===== config.mk =====
export PLATFORM = sky130hd
export DESIGN_NAME = adc_pattern_sub
export DESIGN_NICKNAME = d
export VERILOG_FILES = /design/src/rtl/adc_pat_pkg.sv /design/src/rtl/adc_pat_tracker.sv /design/src/rtl/adc_pat_format.sv /design/src/rtl/adc_pat_outreg.sv /design/src/rtl/adc_pattern_sub.sv
export SDC_FILE = /design/constraint.sdc
export NUM_CORES = 1
export LEC_CHECK = 0
export BUFFER_PORTS_ARGS = -buffer_cell sky130_fd_sc_hd__buf_2
export CAP_MARGIN = 20
export CORE_ASPECT_RATIO = 1.25
export CORE_UTILIZATION = 50
export CTS_BUF_LIST = sky130_fd_sc_hd__clkbuf_8
export DETAILED_ROUTE_END_ITERATION = 7
export PLACE_DENSITY = 0.79
export SLEW_MARGIN = 10
export SYNTH_ARGS = -nofsm -noshare
export SYNTH_HDL_FRONTEND = slang
export SYNTH_SLANG_ARGS = --single-unit

===== constraint.sdc =====
create_clock -name clk_i -period 5.4 [get_ports clk_i]
set_input_delay 0.54 -clock clk_i [delete_from_list [all_inputs] [get_ports clk_i]]
set_output_delay 0.54 -clock clk_i [all_outputs]
set_load 0.005 [all_outputs]

===== src/rtl/adc_pat_pkg.sv =====
package adc_pat_pkg;
   typedef enum logic {
      MODE_PASS    = 1'b0,
      MODE_PATTERN = 1'b1
   } pat_mode_e;

   localparam int unsigned DEF_DATA_W = 12;
   localparam int unsigned DEF_ROWS   = 79;
   localparam int unsigned DEF_BINS   = 510;
   localparam int unsigned DEF_RF_W   = 3;
   localparam int unsigned DEF_BF_W   = 9;
endpackage


===== src/rtl/adc_pat_tracker.sv =====
module adc_pat_tracker
   import adc_pat_pkg::*;
#(
   parameter int unsigned ROWS  = DEF_ROWS,
   parameter int unsigned BINS  = DEF_BINS,
   parameter int unsigned ROW_W = $clog2(ROWS + 1),
   parameter int unsigned BIN_W = $clog2(BINS)
) (
   input  logic             clk_i,
   input  logic             rst_ni,
   input  logic             start_i,
   input  logic             smp_valid_i,
   input  logic             test_en_i,
   output logic             accept_o,
   output logic [ROW_W-1:0] row_o,
   output logic [BIN_W-1:0] bin_o,
   output pat_mode_e        mode_o,
   output logic             idle_o
);
   localparam logic [ROW_W-1:0] ROW_FIRST = ROW_W'(1);
   localparam logic [ROW_W-1:0] ROW_LAST  = ROW_W'(ROWS);
   localparam logic [BIN_W-1:0] BIN_LAST  = BIN_W'(BINS - 1);

   logic [ROW_W-1:0] row_q;
   logic [BIN_W-1:0] bin_q;
   logic             idle_q;
   pat_mode_e        mode_q;

   // a start pulse always wins over a strobe in the same cycle
   assign accept_o = smp_valid_i && !start_i && !idle_q;

   always_ff @(posedge clk_i) begin
      if (!rst_ni) begin
         row_q  <= ROW_FIRST;
         bin_q  <= '0;
         idle_q <= 1'b1;
         mode_q <= MODE_PASS;
      end else if (start_i) begin
         row_q  <= ROW_FIRST;
         bin_q  <= '0;
         idle_q <= 1'b0;
         mode_q <= test_en_i ? MODE_PATTERN : MODE_PASS;
      end else if (accept_o) begin
         if (bin_q == BIN_LAST) begin
            bin_q <= '0;
            if (row_q == ROW_LAST) idle_q <= 1'b1;
            else                   row_q  <= row_q + ROW_W'(1);
         end else begin
            bin_q <= bin_q + BIN_W'(1);
         end
      end
   end

   assign row_o  = row_q;
   assign bin_o  = bin_q;
   assign mode_o = mode_q;
   assign idle_o = idle_q;
endmodule


===== src/rtl/adc_pat_format.sv =====
module adc_pat_format
   import adc_pat_pkg::*;
#(
   parameter int unsigned DATA_W = DEF_DATA_W,
   parameter int unsigned BINS   = DEF_BINS,
   parameter int unsigned RF_W   = DEF_RF_W,
   parameter int unsigned BF_W   = DEF_BF_W,
   parameter int unsigned ROW_W  = 7,
   parameter int unsigned BIN_W  = $clog2(BINS)
) (
   input  logic [ROW_W-1:0]  row_i,
   input  logic [BIN_W-1:0]  bin_i,
   input  pat_mode_e         mode_i,
   input  logic [DATA_W-1:0] data_i,
   output logic [DATA_W-1:0] word_o
);
   logic [RF_W-1:0] row_field;
   logic [BF_W-1:0] bin_field;

   // row numbering starts at 1; the field reports the index minus one
   assign row_field = RF_W'(row_i) - RF_W'(1);

   generate
      if (BINS == (1 << BF_W)) begin : g_wrap_free
         assign bin_field = BF_W'(bin_i) - BF_W'(1);
      end else begin : g_wrap_cmp
         assign bin_field = (bin_i == '0) ? BF_W'(BINS - 1)
                                          : BF_W'(bin_i) - BF_W'(1);
      end
   endgenerate

   assign word_o = (mode_i == MODE_PATTERN) ? {row_field, bin_field} : data_i;
endmodule


===== src/rtl/adc_pat_outreg.sv =====
module adc_pat_outreg #(
   parameter int unsigned DATA_W = 12
) (
   input  logic              clk_i,
   input  logic              rst_ni,
   input  logic              load_i,
   input  logic [DATA_W-1:0] word_i,
   output logic              valid_o,
   output logic [DATA_W-1:0] word_o
);
   always_ff @(posedge clk_i) begin
      if (!rst_ni) begin
         valid_o <= 1'b0;
         word_o  <= '0;
      end else begin
         valid_o <= load_i;
         if (load_i) word_o <= word_i;
      end
   end
endmodule


===== src/rtl/adc_pattern_sub.sv =====
module adc_pattern_sub
   import adc_pat_pkg::*;
#(
   parameter int unsigned DATA_W = DEF_DATA_W,
   parameter int unsigned ROWS   = DEF_ROWS,
   parameter int unsigned BINS   = DEF_BINS,
   parameter int unsigned RF_W   = DEF_RF_W,
   parameter int unsigned BF_W   = DEF_BF_W
) (
   input  logic              clk_i,
   input  logic              rst_ni,
   input  logic              start_i,
   input  logic              smp_valid_i,
   input  logic [DATA_W-1:0] smp_data_i,
   input  logic              test_en_i,
   output logic              out_valid_o,
   output logic [DATA_W-1:0] out_data_o
);
   localparam int unsigned ROW_W = $clog2(ROWS + 1);
   localparam int unsigned BIN_W = $clog2(BINS);

   generate
      if (RF_W + BF_W != DATA_W) begin : g_bad_split
         $error("row and bin field widths must fill the data word");
      end
      if (BINS < 2 || BINS > (1 << BF_W)) begin : g_bad_bins
         $error("bin count must fit the bin field");
      end
      if (ROWS < 1 || ROW_W < RF_W) begin : g_bad_rows
         $error("row count too small for the row field");
      end
   endgenerate

   logic             accept;
   logic [ROW_W-1:0] trk_row;
   logic [BIN_W-1:0] trk_bin;
   pat_mode_e        trk_mode;
   logic             trk_idle;
   logic             pat_on;
   logic [DATA_W-1:0] sel_word;

   assign pat_on = (trk_mode == MODE_PATTERN);

   adc_pat_tracker #(
      .ROWS(ROWS), .BINS(BINS), .ROW_W(ROW_W), .BIN_W(BIN_W)
   ) u_trk (
      .clk_i(clk_i), .rst_ni(rst_ni), .start_i(start_i),
      .smp_valid_i(smp_valid_i), .test_en_i(test_en_i),
      .accept_o(accept), .row_o(trk_row), .bin_o(trk_bin),
      .mode_o(trk_mode), .idle_o(trk_idle)
   );

   adc_pat_format #(
      .DATA_W(DATA_W), .BINS(BINS), .RF_W(RF_W), .BF_W(BF_W),
      .ROW_W(ROW_W), .BIN_W(BIN_W)
   ) u_fmt (
      .row_i(trk_row), .bin_i(trk_bin), .mode_i(trk_mode),
      .data_i(smp_data_i), .word_o(sel_word)
   );

   adc_pat_outreg #(
      .DATA_W(DATA_W)
   ) u_out (
      .clk_i(clk_i), .rst_ni(rst_ni), .load_i(accept), .word_i(sel_word),
      .valid_o(out_valid_o), .word_o(out_data_o)
   );
endmodule


After elaboration in Yosys (flattened, before gate mapping)

Index checks and enable logic that the tools add are counted.

$lt $le $gt $ge: 0
Add/sub/neg operators: 4
Shifts and indexed selects: 0
$mul: 0
Div/mod/pow operators: 0
Muxes and demuxes: 8
Reduce and logical (&&, ||, !) cells: 11
Bitwise gates (word level): 2
Eq/ne operators: 2

Operators with widths:

| operator                                         | count |
|---|---|
| 2-to-1 mux 9 bit                                 | 2 |
| 2-to-1 mux 12 bit                                | 1 |
| adder 9 x 1 -> 9 bit, second input constant      | 1 |
| equality test 9 bit, second input constant       | 1 |
| zero test 9 bit                                  | 1 |
| subtractor 9 x 1 -> 9 bit, second input constant | 1 |
| adder 7 x 1 -> 7 bit, second input constant      | 1 |
| equality test 7 bit, second input constant       | 1 |
| AND reduction 3 bit                              | 2 |
| nonzero test 2 bit                               | 3 |
| 2-to-1 mux 1 bit                                 | 5 |
| subtractor 3 x 1 -> 3 bit, second input constant | 1 |
| logical AND 1 bit                                | 2 |
| zero test 1 bit                                  | 2 |
| NOT 1 bit                                        | 2 |
| OR reduction 2 bit                               | 1 |

Memories kept: 0
Bits of input ports: 17
Register bits: 31
Memory bits (writable): 0
Memory bits (read-only): 0
Logic and storage cells: 33
Bits in latches: 0
Output and inout port bits: 13

Depth between registers and ports, before layout

Gate-level depths: netlist of run 1.

Word-level depth: 5
Depth in mapped cells: 8

Cells and area by module

From an unflattened synthesis of run 1, not the netlist that was laid out.

Cell total of the unflattened synthesis: 204
Area total of the unflattened synthesis: 1776.7 um2

By module, submodules not included:

| module          | area each (um2) | instances | cells each | seq. area each (um2) |
|---|---|---|---|---|
| adc_pat_tracker | 868.3           | 1         | 100        | 360.3 |
| adc_pat_outreg  | 498.0           | 1         | 41         | 260.2 |
| adc_pat_format  | 410.4           | 1         | 63         | 0.0 |

Worst setup path before layout of run 1

OpenSTA, ideal clock, no wires.

Path type: input port to flip-flop
Start: input port start_i
End: register u_trk.row_q[5], in the netlist u_trk.row_o[5]
Data arrival time: 2233 ps
Data required time: 5330 ps
Setup time: 70 ps
Stages on the path: 6
Slack: 3097 ps
Cell sequence: or3b_1 > buf_2 > or4_1 > clkbuf_1 > or4_1 > a21oi_1

Cells in the longest elaborated chain, start to end: 4
Elaborated cells on any way between the ends: 5
Those cells by class: reduce/logical: 5

Ends and longest elaborated chain:

| item                                 | line                  | RTL |
|---|---|---|
| from (decl)                          | adc_pattern_sub.sv:12 | `input logic start_i,` |
| zero test 1 bit                      | adc_pat_tracker.sv:30 | `assign accept_o = smp_valid_i && !start_i && !idle_q;` |
| logical AND 1 bit (2 in a row)       | adc_pat_tracker.sv:30 |  |
| AND reduction 3 bit (no source line) | -                     |  |
| to (signal assigned)                 | adc_pat_tracker.sv:47 | `else row_q <= row_q + ROW_W'(1);` |
| to (decl)                            | adc_pat_tracker.sv:24 | `logic [ROW_W-1:0] row_q;` |

Parallel ways exist; a longest one is shown, timed or not.
A chain may end at the register's enable or synchronous reset.

Final worst setup path of run 1

Ends and elaborated chain as after synthesis.

==> flow_metrics.env, run 1 <==
export IMPL_yosys_register_bits=31
export IMPL_wl_um=3560
export IMPL_tns_ns=0
export IMPL_areaGrowthSynthToFinish_pct=14.9
export IMPL_worstSetupStartpointType="input port"
export IMPL_core_area_mm2=0.00300
export IMPL_clk_path_buf_depth=2
export IMPL_required_ns=5.61
export IMPL_ctsResizeCount=0
export IMPL_hp_class="register to register"
export IMPL_viasPerCell=5.83
export IMPL_grt_max_degree=20
export IMPL_rr_startpoint="u_trk.idle_o"
export IMPL_die_area_mm2=0.00347
export IMPL_drc=0
export IMPL_synth_area_leader_cell="dfxtp_1"
export IMPL_synth_edf_count=0
export IMPL_n_fill_cell=280
export IMPL_multi_input_area_um2=913
export IMPL_crit_type="input port to register"
export IMPL_post_synth_inst_count=197
export IMPL_portBuffers=29
export IMPL_vias=1510
export IMPL_synth_area_mm2=0.00162
export IMPL_skew_ns=0.00446
export IMPL_overflow=0
export IMPL_synthTopCellsByCount="dfxtp_1, a21oi_1, nor2_1, nand2_1, o21ai_0"
export IMPL_boundaryPins=30
export IMPL_drive_gt1_frac=0.170
export IMPL_fp_dieW_um=52.9
export IMPL_critPathMaxFanout=17
export IMPL_timing_final_crit_period_ns=2.60
export IMPL_regArea_um2=621
export IMPL_reg2reg_depth=4
export IMPL_yosys_area_top_type_share=0.384
export IMPL_slew_headroom=0.606
export IMPL_hold_slack_ns=0.463
export IMPL_ys_flop_type="dfxtp_1"
export IMPL_outcome="finished, final reports clean"
export IMPL_grt_usage=0.236
export IMPL_swShare=0.237
export IMPL_fp_dieH_um=65.6
export IMPL_cap_violations=0
export IMPL_r2r_slack_ns=2.85
export IMPL_clock_fmax_mhz=384
export IMPL_start_util=0.539
export IMPL_crit_arrival_ns=2.81
export IMPL_path_clk_slew_ns=0.07
export IMPL_endpoint_kind="register"
export IMPL_synthDistinctLibCells=42
export IMPL_first_pass_iters=4
export IMPL_diodes=0
export IMPL_clockPowerShare=0.386
export IMPL_drt_iter0_drc=35
export IMPL_grt_first_pass_wirelength_um=6000
export IMPL_final_nets=245
export IMPL_p_sw_w=0.000104
export IMPL_r2r_end="u_trk.row_o[5]"
export IMPL_intPower_w=0.000334
export IMPL_ir_worst_vdd_v=0.000250
export IMPL_synth_most_common_cell="dfxtp_1"
export IMPL_drtAntennaViolNets=0
export IMPL_place_gp_congestion=0.813
export IMPL_ctsRootBufferMaster="clkbuf_8"
export IMPL_yosysWarnings=0
export IMPL_pwr_share_comb=0.072
export IMPL_period_share=0.482
export IMPL_pwr_share_seq=0.542
export IMPL_wl_per_cell_um=13.7
export IMPL_hold_violations=0
export IMPL_finalSetupViolations=0
export IMPL_syn_num_nets=220
export IMPL_cts_tree="done"
export IMPL_cts_made_buffers=5
export IMPL_power_leakage_nw=0.719
export IMPL_grt_setup_unrepaired="no"
export IMPL_worstSkewPairLatency_ns=0.28
export IMPL_rows=22
export IMPL_final_max_slew_violation_count=0
export IMPL_postSynth_asyncResetShare=0
export IMPL_endpoint="u_trk.row_o[5]"
export IMPL_cts_setup_buffers=0
export IMPL_cts_num_sinks=31
export IMPL_dp_hpwl_um=2520
export IMPL_synthTopCellsByArea="dfxtp_1, a21oi_1, ha_1"
export IMPL_worst_pin_slew_ns=0.586
export IMPL_hold_buffers=0
export IMPL_htree_levels=2
export IMPL_yosysSeqAreaShare=0.384
export IMPL_grt_pass1_vias=1365
export IMPL_cp_startpoint="start_i"
export IMPL_syn_avg_cell_area_um2=8.21
export IMPL_antenna_found_initial=0
export IMPL_power_density_mw_per_mm2=236
==> cells by family after synthesis <==
kind of cell    synth area share
fa+ha+maj                 0.0464
buf+inv                   0.0542
compound gates             0.224
xor+xnor                  0.0488
mux                       0.0186
simple gates               0.224
flops                      0.384
==> metrics by stage <==
stage          setup slack [ns]  utilization  power, W  instance area (um^2)  instances
2_1_floorplan              3.10            -  0.000260                  1620        197
3_3_place_gp               2.58        0.592  0.000274                  1780        251
3_5_place_dp               2.53        0.592  0.000274                  1780        251
4_1_cts                    2.82        0.619  0.000443                  1860        259
5_1_grt                    2.67        0.619  0.000456                  1860        259
6_report                   2.80        0.619  0.000438                  1860        259
==> metal layers <==
layer,vias up,GRT usage,share of wire
li1,776,-,-
met1,700,0.295,0.45
met2,27,0.384,0.50
met3,7,0.0417,0.027
met4,0,0.109,0.019
met5,-,0,0
==> cells in the final DEF, fill, tap and decap left out, types with 5 or more instances in the layout <==
master / n
inv_1: 10
nor2_1: 15
clkbuf_8: 5
nand3_1: 9
nand2_1: 11
ha_1: 6
xor2_1: 5
buf_2: 29
nand4_1: 5
a21oi_1: 17
nor3_1: 6
o21ai_0: 11
dfxtp_1: 31
or4_1: 7
==> worst max-delay path: stages <==
cell	delay, ns
buf_2	0.14
or3b_1	0.61
or4_1	0.81
or4_1	0.57
a21oi_1	0.14
==> power groups by stage <==
stage	Combinational (W)	Sequential, W	Clock (W)
final	0.0000318	0.000237	0.000169
after detailed placement	0.0000318	0.000242	0
after CTS	0.0000320	0.000237	0.000174
after floorplan	0.0000183	0.000242	0
after global placement	0.0000314	0.000242	0
after global routing	0.0000355	0.000238	0.000182
==> area by class of cell <==
cell class / count / share of cell area
multi-input cells: 143 / 0.492
flip-flops and latches: 31 / 0.334
repair buffers: 31 / 0.0862
clock buffers: 5 / 0.0370
well taps: 36 / 0.0242
inverters: 10 / 0.0202
clock inverters: 3 / 0.00673
==> registers in the layout (all words and copies together), names as in the netlist <==
| signal | cells |
|---|---|
| u_trk.row_o | 7 |
| u_out.word_o | 12 |
| u_trk.mode_o | 1 |
| u_trk.idle_o | 1 |
| u_out.valid_o | 1 |
| u_trk.bin_o | 9 |
==> worst min path at each step <==
stage / slack (ns) / endpoint / cells after the start / start
after floorplan: 0.45 / u_out.word_o[0] / 2 / u_out.word_o[0]
after global placement: 0.45 / u_out.word_o[0] / 2 / u_out.word_o[0]
after CTS: 0.46 / u_out.word_o[2] / 2 / u_out.word_o[2]
after detailed placement: 0.45 / u_out.word_o[2] / 2 / u_out.word_o[2]
final: 0.46 / u_out.word_o[2] / 2 / u_out.word_o[2]
after global routing: 0.49 / u_out.word_o[2] / 2 / u_out.word_o[2]
Power figures use the tool's default switching activity.
==> inputs of run 2 (changes only) <==
Settings changed: PLACE_DENSITY 0.79 to 0.82.
Clock period 5.4 ns to 2.2 ns, I/O delays scaled along.
==> run 2 against run 1 <==
Effect of this change: critical path depth decreased by 1; worst hold slack worse by 0.29 ns; highest routed layer unchanged; critical endpoint unchanged; sequential share of layout area shrank 1.8 points.
==> flow_metrics.env, run 2 (same netlist as run 1, synthesis figures left out) <==
export IMPL_antenna_found_initial=0
export IMPL_viasPerCell=5.89
export IMPL_use_met3=0.0694
export IMPL_ctsRootBufferMaster="clkbuf_8"
export IMPL_hold_violations=0
export IMPL_place_area_mm2=0.00189
export IMPL_clk_path_buf_depth=2
export IMPL_finalSetupViolations=0
export IMPL_rows=22
export IMPL_cts_made_buffers=5
export IMPL_core_area_mm2=0.00300
export IMPL_period_share=0.913
export IMPL_portBuffers=29
export IMPL_drt_iter0_drc=47
export IMPL_hold_slack_ns=0.176
export IMPL_slew_headroom=0.595
export IMPL_wl_um=3680
export IMPL_layout_common_cells="dfxtp_1, buf_2, a21oi_1, buf_4, nor2_1"
export IMPL_final_nets=260
export IMPL_drtAntennaViolNets=0
export IMPL_crit_path_cell_trace="or3b_1 > or4_4 > or4_1 > a21oi_1"
export IMPL_tns_ns=0
export IMPL_crit_arrival_ns=2.22
export IMPL_power_leakage_nw=0.789
export IMPL_worst_pin_slew_ns=0.602
export IMPL_crit_family="simple AND/OR/NAND/NOR gates"
export IMPL_worstSetupStartpointType="register"
export IMPL_path_buf_inv=0
export IMPL_crit_type="register to register"
export IMPL_vias=1603
export IMPL_use_met1=0.291
export IMPL_crit_slowest_cell="or4_4"
export IMPL_final_max_slew_violation_count=0
export IMPL_grt_pass1_vias=1524
export IMPL_wl_per_cell_um=13.5
export IMPL_cts_tree="done"
export IMPL_cts_num_sinks=31
export IMPL_path_clk_slew_ns=0.06
export IMPL_fp_dieW_um=52.9
export IMPL_endpoint_kind="register"
export IMPL_clock_fmax_mhz=498
export IMPL_grt_busiest_layer="met2"
export IMPL_overflow=0
export IMPL_slowest_delay_ns=0.56
export IMPL_grt_first_pass_wirelength_um=6460
export IMPL_largest_reg_flops=12
export IMPL_start_util=0.539
export IMPL_cap_violations=0
export IMPL_design_area_mm2=0.00197
export IMPL_outcome="finished, final reports clean"
export IMPL_worstSkewPairLatency_ns=0.28
export IMPL_first_pass_iters=4
export IMPL_areaGrowthSynthToFinish_pct=21.6
export IMPL_required_ns=2.41
export IMPL_hp_class="input port to register"
export IMPL_diodes=0
export IMPL_grt_setup_unrepaired="no"
export IMPL_hold_buffers=0
export IMPL_power_density_mw_per_mm2=544
export IMPL_final_common_cell="dfxtp_1"
export IMPL_largest_register="u_out.word_o"
export IMPL_critPathMaxFanout=11
export IMPL_timing_final_crit_period_ns=2.01
export IMPL_htree_levels=2
export IMPL_grt_usage=0.251
export IMPL_ir_worst_vdd_v=0.000366
export IMPL_finalPower_w=0.00107
export IMPL_drc=0
export IMPL_met2_usage=0.418
export IMPL_die_area_mm2=0.00347
export IMPL_skew_ns=0.00285
export IMPL_drive_gt1_frac=0.225
export IMPL_fp_dieH_um=65.6
export IMPL_boundaryPins=30
export IMPL_grt_max_degree=17
export IMPL_dp_hpwl_um=2740
export IMPL_final_core_util=0.655
export IMPL_place_gp_congestion=0.880
==> run 2: cell type report <==
type                       instances  area (um^2)
fill                             257         1030
clock buffer                       5         68.8
inverter                          10         37.5
sequential                        31          621
multi-input combinational        143          917
clock inverter                     1         3.75
tap                               36         45.0
timing repair buffer              46          273
==> run 2: path summary, 6_finish.rpt <==
check	start	slack, ns	end	depth (start not counted)
worst max register to register	u_trk.idle_o	0.19	u_trk.row_o[5]	4
worst min-delay path	test_en_i	0.18	u_trk.mode_o	3
worst min register to register	u_out.word_o[0]	0.47	u_out.word_o[0]	2
worst max-delay path	u_trk.idle_o	0.19	u_trk.row_o[5]	4
==> run 2: tightest hold or removal path: cells and delay by family <==
kind                   cells  cell delay (ns)
buffers and inverters      1             0.08
AND/OR/NAND/NOR            1             0.07
multiplexers               1             0.05
==> run 2: layer usage <==
metal  vias up  wire [um]
met5         -          0
met4         0         59
met3         8        143
met2        32       1870
met1       760       1610
li1        803          -
==> run 2: timing repair <==
item	CTS	global route
setup buffers	0	0
resized for setup	0	1
endpoints found under the setup margin	0	3
==> run 2: per-stage QoR <==
step,setup WS (ns),std cells
finish,0.192,272
detailed placement,0.0714,266
global placement,0.117,266
global route,0.0401,272
CTS,0.0668,272
floorplan,0.118,197
==> run 2: report_power, final <==
group	total [W]	switching [W]	internal, W
sequential	0.000580	0.00000609	0.000574
combinational	0.0000888	0.0000480	0.0000408
clock	0.000401	0.000195	0.000206
==> inputs of run 3 (changes only) <==
Settings changed: GPL_ROUTABILITY_DRIVEN from default to 1, RECOVER_POWER from default to 100.
==> run 3 against run 2 <==
Effect of this change: global-route usage is the same; clock skew about the same; non-clock buffer count did not move; first-iteration DRC count grew 19%; register-to-register slack hardly changed; sequential share of layout area increased by 0.43 points; combinational power down 2.8%; critical path depth increased by 2; flip-flop and latch count did not move; cell area fell by 1.3%; critical endpoint unchanged; largest cell class unchanged; largest power group unchanged.
==> flow_metrics.env, run 3 (same netlist as run 1, synthesis figures left out) <==
export IMPL_critPathMaxFanout=11
export IMPL_final_max_slew_violation_count=0
export IMPL_core_area_mm2=0.00300
export IMPL_clock_fmax_mhz=498
export IMPL_drive_gt1_frac=0.169
export IMPL_portBuffers=29
export IMPL_wl_um=3680
export IMPL_grt_max_degree=17
export IMPL_period_share=0.913
export IMPL_ctsRootBufferMaster="clkbuf_8"
export IMPL_worstSkewPairLatency_ns=0.28
export IMPL_largest_reg_flops=12
export IMPL_clk_path_buf_depth=2
export IMPL_hp_class="input port to register"
export IMPL_grt_first_pass_wirelength_um=6460
export IMPL_timing_final_crit_period_ns=2.01
export IMPL_crit_path_cell_trace="inv_1 > ha_1 > nand3_1 > or4_4 > or4_1 > a21oi_1"
export IMPL_skew_ns=0.00236
export IMPL_dp_hpwl_um=2740
export IMPL_grt_usage=0.251
export IMPL_grt_pass1_vias=1524
export IMPL_grt_setup_unrepaired="no"
export IMPL_slew_headroom=0.593
export IMPL_required_ns=2.41
export IMPL_fp_dieH_um=65.6
export IMPL_layout_common_cells="dfxtp_1, buf_2, a21oi_1, nor2_1, buf_4"
export IMPL_cap_violations=0
export IMPL_power_density_mw_per_mm2=550
export IMPL_boundaryPins=30
export IMPL_path_buf_inv=1
export IMPL_crit_slowest_cell="or4_4"
export IMPL_overflow=0
export IMPL_cts_setup_buffers=0
export IMPL_areaGrowthSynthToFinish_pct=20.0
export IMPL_final_nets=260
export IMPL_crit_type="register to register"
export IMPL_hold_buffers=0
export IMPL_first_pass_iters=4
export IMPL_wl_per_cell_um=13.5
export IMPL_diodes=0
export IMPL_path_clk_slew_ns=0.06
export IMPL_outcome="finished, final reports clean"
export IMPL_cts_tree="done"
export IMPL_endpoint_kind="register"
export IMPL_drc=0
export IMPL_final_common_cell="dfxtp_1"
export IMPL_place_gp_congestion=0.880
export IMPL_ir_worst_vdd_v=0.000366
export IMPL_cts_made_buffers=5
export IMPL_antenna_found_initial=0
export IMPL_start_util=0.539
export IMPL_fp_dieW_um=52.9
export IMPL_largest_register="u_out.word_o"
export IMPL_drt_iter0_drc=56
export IMPL_die_area_mm2=0.00347
export IMPL_slowest_delay_ns=0.60
export IMPL_finalPower_w=0.00107
export IMPL_crit_family="simple AND/OR/NAND/NOR gates"
export IMPL_viasPerCell=5.98
export IMPL_vias=1627
export IMPL_htree_levels=2
export IMPL_cts_num_sinks=31
export IMPL_worstSetupStartpointType="register"
export IMPL_power_leakage_nw=0.736
export IMPL_hold_violations=0
export IMPL_worst_pin_slew_ns=0.605
export IMPL_crit_arrival_ns=2.22
export IMPL_ctsResizeCount=0
export IMPL_tns_ns=0
export IMPL_rows=22
export IMPL_stdcell_count=272
export IMPL_dp_cells=266
export IMPL_drtAntennaViolNets=0
export IMPL_finalSetupViolations=0
## run 3: final timing paths
| path | end | slack, ns | cells after the start | start |
|---|---|---|---|---|
| worst min register to register | u_out.word_o[0] | 0.47 | 2 | u_out.word_o[0] |
| worst min-delay path | u_trk.mode_o | 0.18 | 3 | test_en_i |
| worst max-delay path | u_trk.row_o[5] | 0.19 | 6 | u_trk.bin_o[1] |
| worst max register to register | u_trk.row_o[5] | 0.19 | 6 | u_trk.bin_o[1] |
## run 3: where the power goes
| part | switching, W | internal [W] |
|---|---|---|
| Combinational | 0.0000480 | 0.0000383 |
| Sequential | 0.00000630 | 0.000574 |
| Clock | 0.000195 | 0.000206 |
## run 3: cell type report
class                      count  area, um^2
multi-input combinational    143         917
inverter                      10        37.5
tap                           36        45.0
sequential                    31         621
clock inverter                 1        3.75
clock buffer                   5        68.8
timing repair buffer          46         246
fill                         270        1060
## run 3: layer usage
metal	global-route usage	wire length [um]	part of all wire
met1	0.291	1560	0.42
met2	0.418	1860	0.51
met3	0.0694	192	0.052
met4	0.112	59	0.016
met5	0	0	0
## run 3: tightest hold or removal path, delay by kind of cell
| kind | cells | cell delay (ns) |
|---|---|---|
| multiplexers | 1 | 0.05 |
| buffers and inverters | 1 | 0.08 |
| AND/OR/NAND/NOR | 1 | 0.07 |
## run 3: stage by stage
| stage | setup WS (ns) | utilization | cell area [um^2] | hold slack [ns] |
|---|---|---|---|---|
| after global placement | 0.117 | 0.630 | 1890 | 0.451 |
| final | 0.192 | 0.646 | 1940 | 0.176 |
| after floorplan | 0.118 | - | 1620 | 0.332 |
| after detailed placement | 0.0714 | 0.630 | 1890 | 0.462 |
| after CTS | 0.0668 | 0.654 | 1960 | 0.170 |
| after global routing | 0.0412 | 0.646 | 1940 | 0.225 |
